[src/rtl/otp_prog_pkg.sv]
package otp_prog_pkg;

    // Register state: hold bit and supply bit combinations that are legal
    typedef enum logic [1:0] {
        ST_IDLE    = 2'b00,
        ST_ARMED   = 2'b01,
        ST_POWERED = 2'b11
    } prog_state_e;

    // Bit positions decoded by software
    localparam int LATCH_BIT = 2;
    localparam int PWR_BIT   = 0;

endpackage

[src/rtl/otp_prog_fsm.sv]
module otp_prog_fsm
    import otp_prog_pkg::*;
(
    input  logic clk,
    input  logic rst,
    input  logic reg_wr,
    input  logic wr_latch,
    input  logic wr_pwr,
    output logic latch_o,
    output logic pwr_o,
    output logic capture_o
);

    prog_state_e state_q, state_d;

    // State register
    always_ff @(posedge clk) begin
        if (rst) state_q <= ST_IDLE;
        else     state_q <= state_d;
    end

    // Next state
    always_comb begin
        state_d = state_q;
        unique case (state_q)
            ST_IDLE: begin
                // T_ARM: supply request ignored on the arming write
                if (reg_wr && wr_latch) state_d = ST_ARMED;
            end
            ST_ARMED: begin
                if (reg_wr) begin
                    if (!wr_latch)   state_d = ST_IDLE;     // T_DISARM
                    else if (wr_pwr) state_d = ST_POWERED;  // T_POWER_ON
                end
            end
            ST_POWERED: begin
                if (reg_wr) begin
                    if (!wr_latch)    state_d = ST_IDLE;    // T_DROP
                    else if (!wr_pwr) state_d = ST_ARMED;   // T_POWER_OFF
                end
            end
            default: state_d = ST_IDLE;
        endcase
    end

    // Outputs
    always_comb begin
        latch_o   = 1'b0;
        pwr_o     = 1'b0;
        capture_o = 1'b0;
        unique case (state_q)
            ST_IDLE: begin
                capture_o = reg_wr && wr_latch;
            end
            ST_ARMED: begin
                latch_o = 1'b1;
            end
            ST_POWERED: begin
                latch_o = 1'b1;
                pwr_o   = 1'b1;
            end
            default: begin
                latch_o = 1'b0;
            end
        endcase
    end

endmodule

[src/rtl/otp_hold_regs.sv]
module otp_hold_regs #(
    parameter int ADDR_W = 13,
    parameter int DATA_W = 8
) (
    input  logic              clk,
    input  logic              rst,
    input  logic              load,
    input  logic [ADDR_W-1:0] addr_i,
    input  logic [DATA_W-1:0] data_i,
    output logic [ADDR_W-1:0] addr_o,
    output logic [DATA_W-1:0] data_o
);

    always_ff @(posedge clk) begin
        if (rst) begin
            addr_o <= '0;
            data_o <= '0;
        end else if (load) begin
            addr_o <= addr_i;
            data_o <= data_i;
        end
    end

endmodule

[src/rtl/otp_read_mux.sv]
module otp_read_mux
    import otp_prog_pkg::*;
#(
    parameter int                ADDR_W   = 13,
    parameter int                DATA_W   = 8,
    parameter logic [ADDR_W-1:0] REG_ADDR = 'h1C,
    parameter logic [ADDR_W-1:0] ARR_LO   = 'h0100,
    parameter logic [ADDR_W-1:0] ARR_HI   = 'h17FF
) (
    input  logic [ADDR_W-1:0] bus_addr,
    input  logic              bus_re,
    input  logic              latch,
    input  logic              pwr,
    input  logic [DATA_W-1:0] arr_rdata,
    output logic [DATA_W-1:0] rdata,
    output logic              arr_re,
    output logic              blocked
);

    logic [DATA_W-1:0] reg_view;
    logic              reg_hit, arr_hit;

    // Register view: live bits at their positions, zeros elsewhere
    for (genvar i = 0; i < DATA_W; i++) begin : g_view
        if (i == LATCH_BIT) begin : g_latch
            assign reg_view[i] = latch;
        end else if (i == PWR_BIT) begin : g_pwr
            assign reg_view[i] = pwr;
        end else begin : g_rsvd
            assign reg_view[i] = 1'b0;
        end
    end

    assign reg_hit = (bus_addr == REG_ADDR);
    assign arr_hit = (bus_addr >= ARR_LO) && (bus_addr <= ARR_HI);

    always_comb begin
        rdata   = '0;
        arr_re  = 1'b0;
        blocked = 1'b0;
        if (bus_re) begin
            if (reg_hit) begin
                rdata = reg_view;
            end else if (arr_hit) begin
                if (latch) begin
                    blocked = 1'b1;
                end else begin
                    arr_re = 1'b1;
                    rdata  = arr_rdata;
                end
            end
        end
    end

endmodule

[src/rtl/otp_prog_ctrl.sv]
module otp_prog_ctrl
    import otp_prog_pkg::*;
#(
    parameter int                ADDR_W   = 13,
    parameter int                DATA_W   = 8,
    parameter logic [ADDR_W-1:0] REG_ADDR = 'h1C,
    parameter logic [ADDR_W-1:0] ARR_LO   = 'h0100,
    parameter logic [ADDR_W-1:0] ARR_HI   = 'h17FF
) (
    input  logic              clk,
    input  logic              rst,
    input  logic [ADDR_W-1:0] bus_addr,
    input  logic [DATA_W-1:0] bus_wdata,
    input  logic              bus_we,
    input  logic              bus_re,
    output logic [DATA_W-1:0] bus_rdata,
    input  logic [ADDR_W-1:0] pgm_addr,
    input  logic [DATA_W-1:0] pgm_data,
    input  logic [DATA_W-1:0] arr_rdata,
    output logic              arr_re,
    output logic              arr_rd_blocked,
    output logic [ADDR_W-1:0] hold_addr,
    output logic [DATA_W-1:0] hold_data,
    output logic              latch_active,
    output logic              vpp_en
);

    localparam logic [DATA_W-1:0] USED_MASK =
        DATA_W'((1 << LATCH_BIT) | (1 << PWR_BIT));

    logic reg_wr, capture, latch, pwr;
    logic unused_rsvd_bits;

    assign reg_wr           = bus_we && (bus_addr == REG_ADDR);
    assign unused_rsvd_bits = ^(bus_wdata & ~USED_MASK);

    otp_prog_fsm u_fsm (
        .clk      (clk),
        .rst      (rst),
        .reg_wr   (reg_wr),
        .wr_latch (bus_wdata[LATCH_BIT]),
        .wr_pwr   (bus_wdata[PWR_BIT]),
        .latch_o  (latch),
        .pwr_o    (pwr),
        .capture_o(capture)
    );

    otp_hold_regs #(.ADDR_W(ADDR_W), .DATA_W(DATA_W)) u_hold (
        .clk   (clk),
        .rst   (rst),
        .load  (capture),
        .addr_i(pgm_addr),
        .data_i(pgm_data),
        .addr_o(hold_addr),
        .data_o(hold_data)
    );

    otp_read_mux #(
        .ADDR_W(ADDR_W), .DATA_W(DATA_W),
        .REG_ADDR(REG_ADDR), .ARR_LO(ARR_LO), .ARR_HI(ARR_HI)
    ) u_rd (
        .bus_addr (bus_addr),
        .bus_re   (bus_re),
        .latch    (latch),
        .pwr      (pwr),
        .arr_rdata(arr_rdata),
        .rdata    (bus_rdata),
        .arr_re   (arr_re),
        .blocked  (arr_rd_blocked)
    );

    assign latch_active = latch;
    assign vpp_en       = pwr;

endmodule

[config.mk]
export PLATFORM = sky130hd
export DESIGN_NAME = otp_prog_ctrl
export DESIGN_NICKNAME = d
export VERILOG_FILES = /design/src/rtl/otp_prog_pkg.sv /design/src/rtl/otp_prog_fsm.sv /design/src/rtl/otp_hold_regs.sv /design/src/rtl/otp_read_mux.sv /design/src/rtl/otp_prog_ctrl.sv
export SDC_FILE = /design/constraint.sdc
export NUM_CORES = 1
export LEC_CHECK = 0
export BUFFER_PORTS_ARGS = -buffer_cell sky130_fd_sc_hd__clkbuf_2
export CELL_PAD_IN_SITES_DETAIL_PLACEMENT = 2
export CELL_PAD_IN_SITES_GLOBAL_PLACEMENT = 2
export CORE_ASPECT_RATIO = 1.5
export CORE_MARGIN = 2
export CORE_UTILIZATION = 22
export DETAILED_ROUTE_END_ITERATION = 10
export GPL_TIMING_DRIVEN = 0
export PLACE_DENSITY_LB_ADDON = 0.1
export SETUP_SLACK_MARGIN = 0.4
export SYNTH_ARGS = -nofsm -noshare
export SYNTH_HDL_FRONTEND = slang
export SYNTH_SLANG_ARGS = --single-unit
[constraint.sdc]
create_clock -name clk -period 2.1 [get_ports clk]
set_input_delay 0.105 -clock clk [delete_from_list [all_inputs] [get_ports clk]]
set_output_delay 0.105 -clock clk [all_outputs]
set_load 0.05 [all_outputs]
==> out/metrics.cfg <==
[grt]
grt_pass1_vias = 1256
grt-ovfl-total = 0
grt_pass1_wl_mm = 5.775
track_usage = 0.1256
antenna_found_initial = 0
grt_max_degree = 14

[floorplan]
core_sq_mm = 0.005085
dieArea_sq_mm = 0.005779
row_count = 32
pin_count = 87
die-width_um = 62.74
start_util = 0.2239
die_h_um = 92.11

[placement]
place_area_sq_mm = 0.001640
post-place-cells = 270
dp_hpwl_mm = 3.052
place_congestion = 0.6200
portBuffers = 80

[sta]
setup_viol = 0
slew_headroom = 0.7393
worst_slew_pin_slew_ps = 390.4
finalHoldViolCount = 0
rsz0062_at_grt = false
tns_ps = 0
clock_skew_ps = 1.660
clock.fmax_mhz = 631.3
fin_crit_ps = 1584
min_period_over_period = 0.7543
maxSlewViolCount = 0

[clock_network]
clockBufferDepth = 2
clk_pin_slew_worst_paths_ps = 80
cts.sinks = 23
cts-hold-fix-buffers = 0
clock-root-buffer = clkbuf_8
cts_resized = 2
insertion_delay_ps = 260
post_cts_buffers = 0
cts_max_level = 1
numCtsBuffers = 3
cts_tree = done

[hold_path]
hold_path.class = input port to flop
hold_path.startpoint = pgm_addr[10]

[power]
p_sw_frac = 0.2688
p_leak_nw = 0.8359
clkPwrFrac = 0.327
intPower_mw = 0.6256
vdd_drop_max_mv = 0.2720
seq_power_share = 0.509
power_density_mw_per_mm2 = 503.6
power_mw = 0.8557
p_sw_mw = 0.2300
combPwrFrac = 0.164

[drt]
vias_per_cell = 4.255
drtPass1Iterations = 3
post-route-drc-count = 0
wl_per_cell_um = 12.97
drt_iter0_markers = 11
ant_nets = 0
routed_wl_mm = 3.553
vias = 1166

[logic_synthesis]
syn-mean-instance-area_sq_um = 9.333
synth_cell_type_count = 22
synth_top_area_share = 0.4044
synthTopCellsByArea = dfxtp_1 40%, mux2i_1 19%, nand2_1 15%
ys_seq_area_frac = 0.4044
synth_area_sq_mm = 0.001139
synth_commonest_cells = 45 x nand2_1, 23 x dfxtp_1, 22 x mux2i_1
ys_warn_count = 0
synth_largest_area_cell = dfxtp_1
syn_inst = 122
syn_nets = 176
yosysMostFrequentCell = nand2_1
async_flop_share = 0
synth_flop_cell = dfxtp_1
ys_seq_elements = 23
synth-edff-count = 0

[setup_path]
cpPeakStageDelay_ps = 450
cp-start-kind = flop
cp-startpoint = u_fsm.state_q[0]
critical_path_arrival_ps = 1480
crit_buf_inv = 1
crit_chain = and2_1 > and4_1 > a22o_1 > buf_2
critPathRequiredTime_ps = 2000
slowest_stage = dfxtp_2
worstSetupPathType = flop to output pin
crit_family = flip-flops
path_max_fanout = 8
end_kind = output pin
r2r-start = u_fsm.state_q[0]

[layout]
fin_nets = 261
syn_to_final_growth_pct = 49.23
fin_util = 0.3342
drive_above_1_share = 0.4660
fin_area_sq_mm = 0.001699
diodes = 0
final_cells = 274

[status]
outcome = complete, no violations

[flow_run]
maxCapViolCount = 0

## final timing paths
check | endpoint | slack (ps) | depth (start not counted)
hold reg to reg | u_hold.addr_o[6] | 460 | 2
setup / recovery | bus_rdata[0] | 520 | 4
setup reg to reg | u_hold.data_o[7] | 780 | 3
hold / removal | u_hold.addr_o[10] | 60 | 3
## through the flow
step / worst slack (ps) / hold WS, ps
finish: 515.9 / 60.27
global route: 418.7 / 61.09
CTS: 428.8 / 50.63
detailed placement: 219.1 / 345.0
global placement: 238.3 / 336.8
floorplan: 416.5 / 247.2
## power groups by stage
stage	clock network, mW	registers (mW)	logic, mW
floorplan	0	0.446	0.0758
global placement	0	0.446	0.137
detailed placement	0	0.446	0.143
CTS	0.298	0.436	0.144
global route	0.318	0.436	0.153
finish	0.280	0.436	0.140
## layout make-up
| type | instances | area [sq um] |
|---|---|---|
| clock buffers | 3 | 41.29 |
| well taps | 68 | 85.08 |
| inverters | 2 | 7.507 |
| repair buffers | 80 | 400.4 |
| plain buffers | 7 | 65.06 |
| fillers | 607 | 3386 |
| flip-flops and latches | 23 | 461.7 |
| multi-input cells | 90 | 633.1 |
| clock inverters | 1 | 5.005 |
## kinds of logic after synthesis
kind of cell    Yosys count  share of synthesized area
flops                    23                     0.4044
simple gates             65                     0.3143
mux                      22                     0.1934
buf+inv                   9                    0.06373
compound gates            3                    0.02418
## cell usage in the layout, fill, tap and decap left out, drive strengths merged, types with 2 or more instances in the layout
cell	synthesis	layout
clkbuf	1	83
and2	8	8
nor3b	2	2
nand2	45	45
nor4b	2	2
dlygate4sd1	3	3
nor3	2	2
dfxtp	23	23
clkinv	1	2
mux2i	22	22
buf	2	3
## metal layers
| metal | global-route usage | vias up | share of wire |
|---|---|---|---|
| met5 | 0 | - | 0 |
| met4 | 0.05000 | 0 | 0.0079 |
| met3 | 0.03436 | 2 | 0.068 |
| met2 | 0.2375 | 43 | 0.55 |
| met1 | 0.1283 | 550 | 0.37 |
| li1 | - | 571 | - |
## registers in the layout, summed over array words and instances (netlist names)
signal and count:
u_fsm.state_q 2, u_hold.addr_o 13, u_hold.data_o 8
## tightest hold or removal path, cell delays in order
cell      delay, ps
clkbuf_2         80
nand2_1          50
mux2i_1          50
Power figures use the tool's default switching activity.
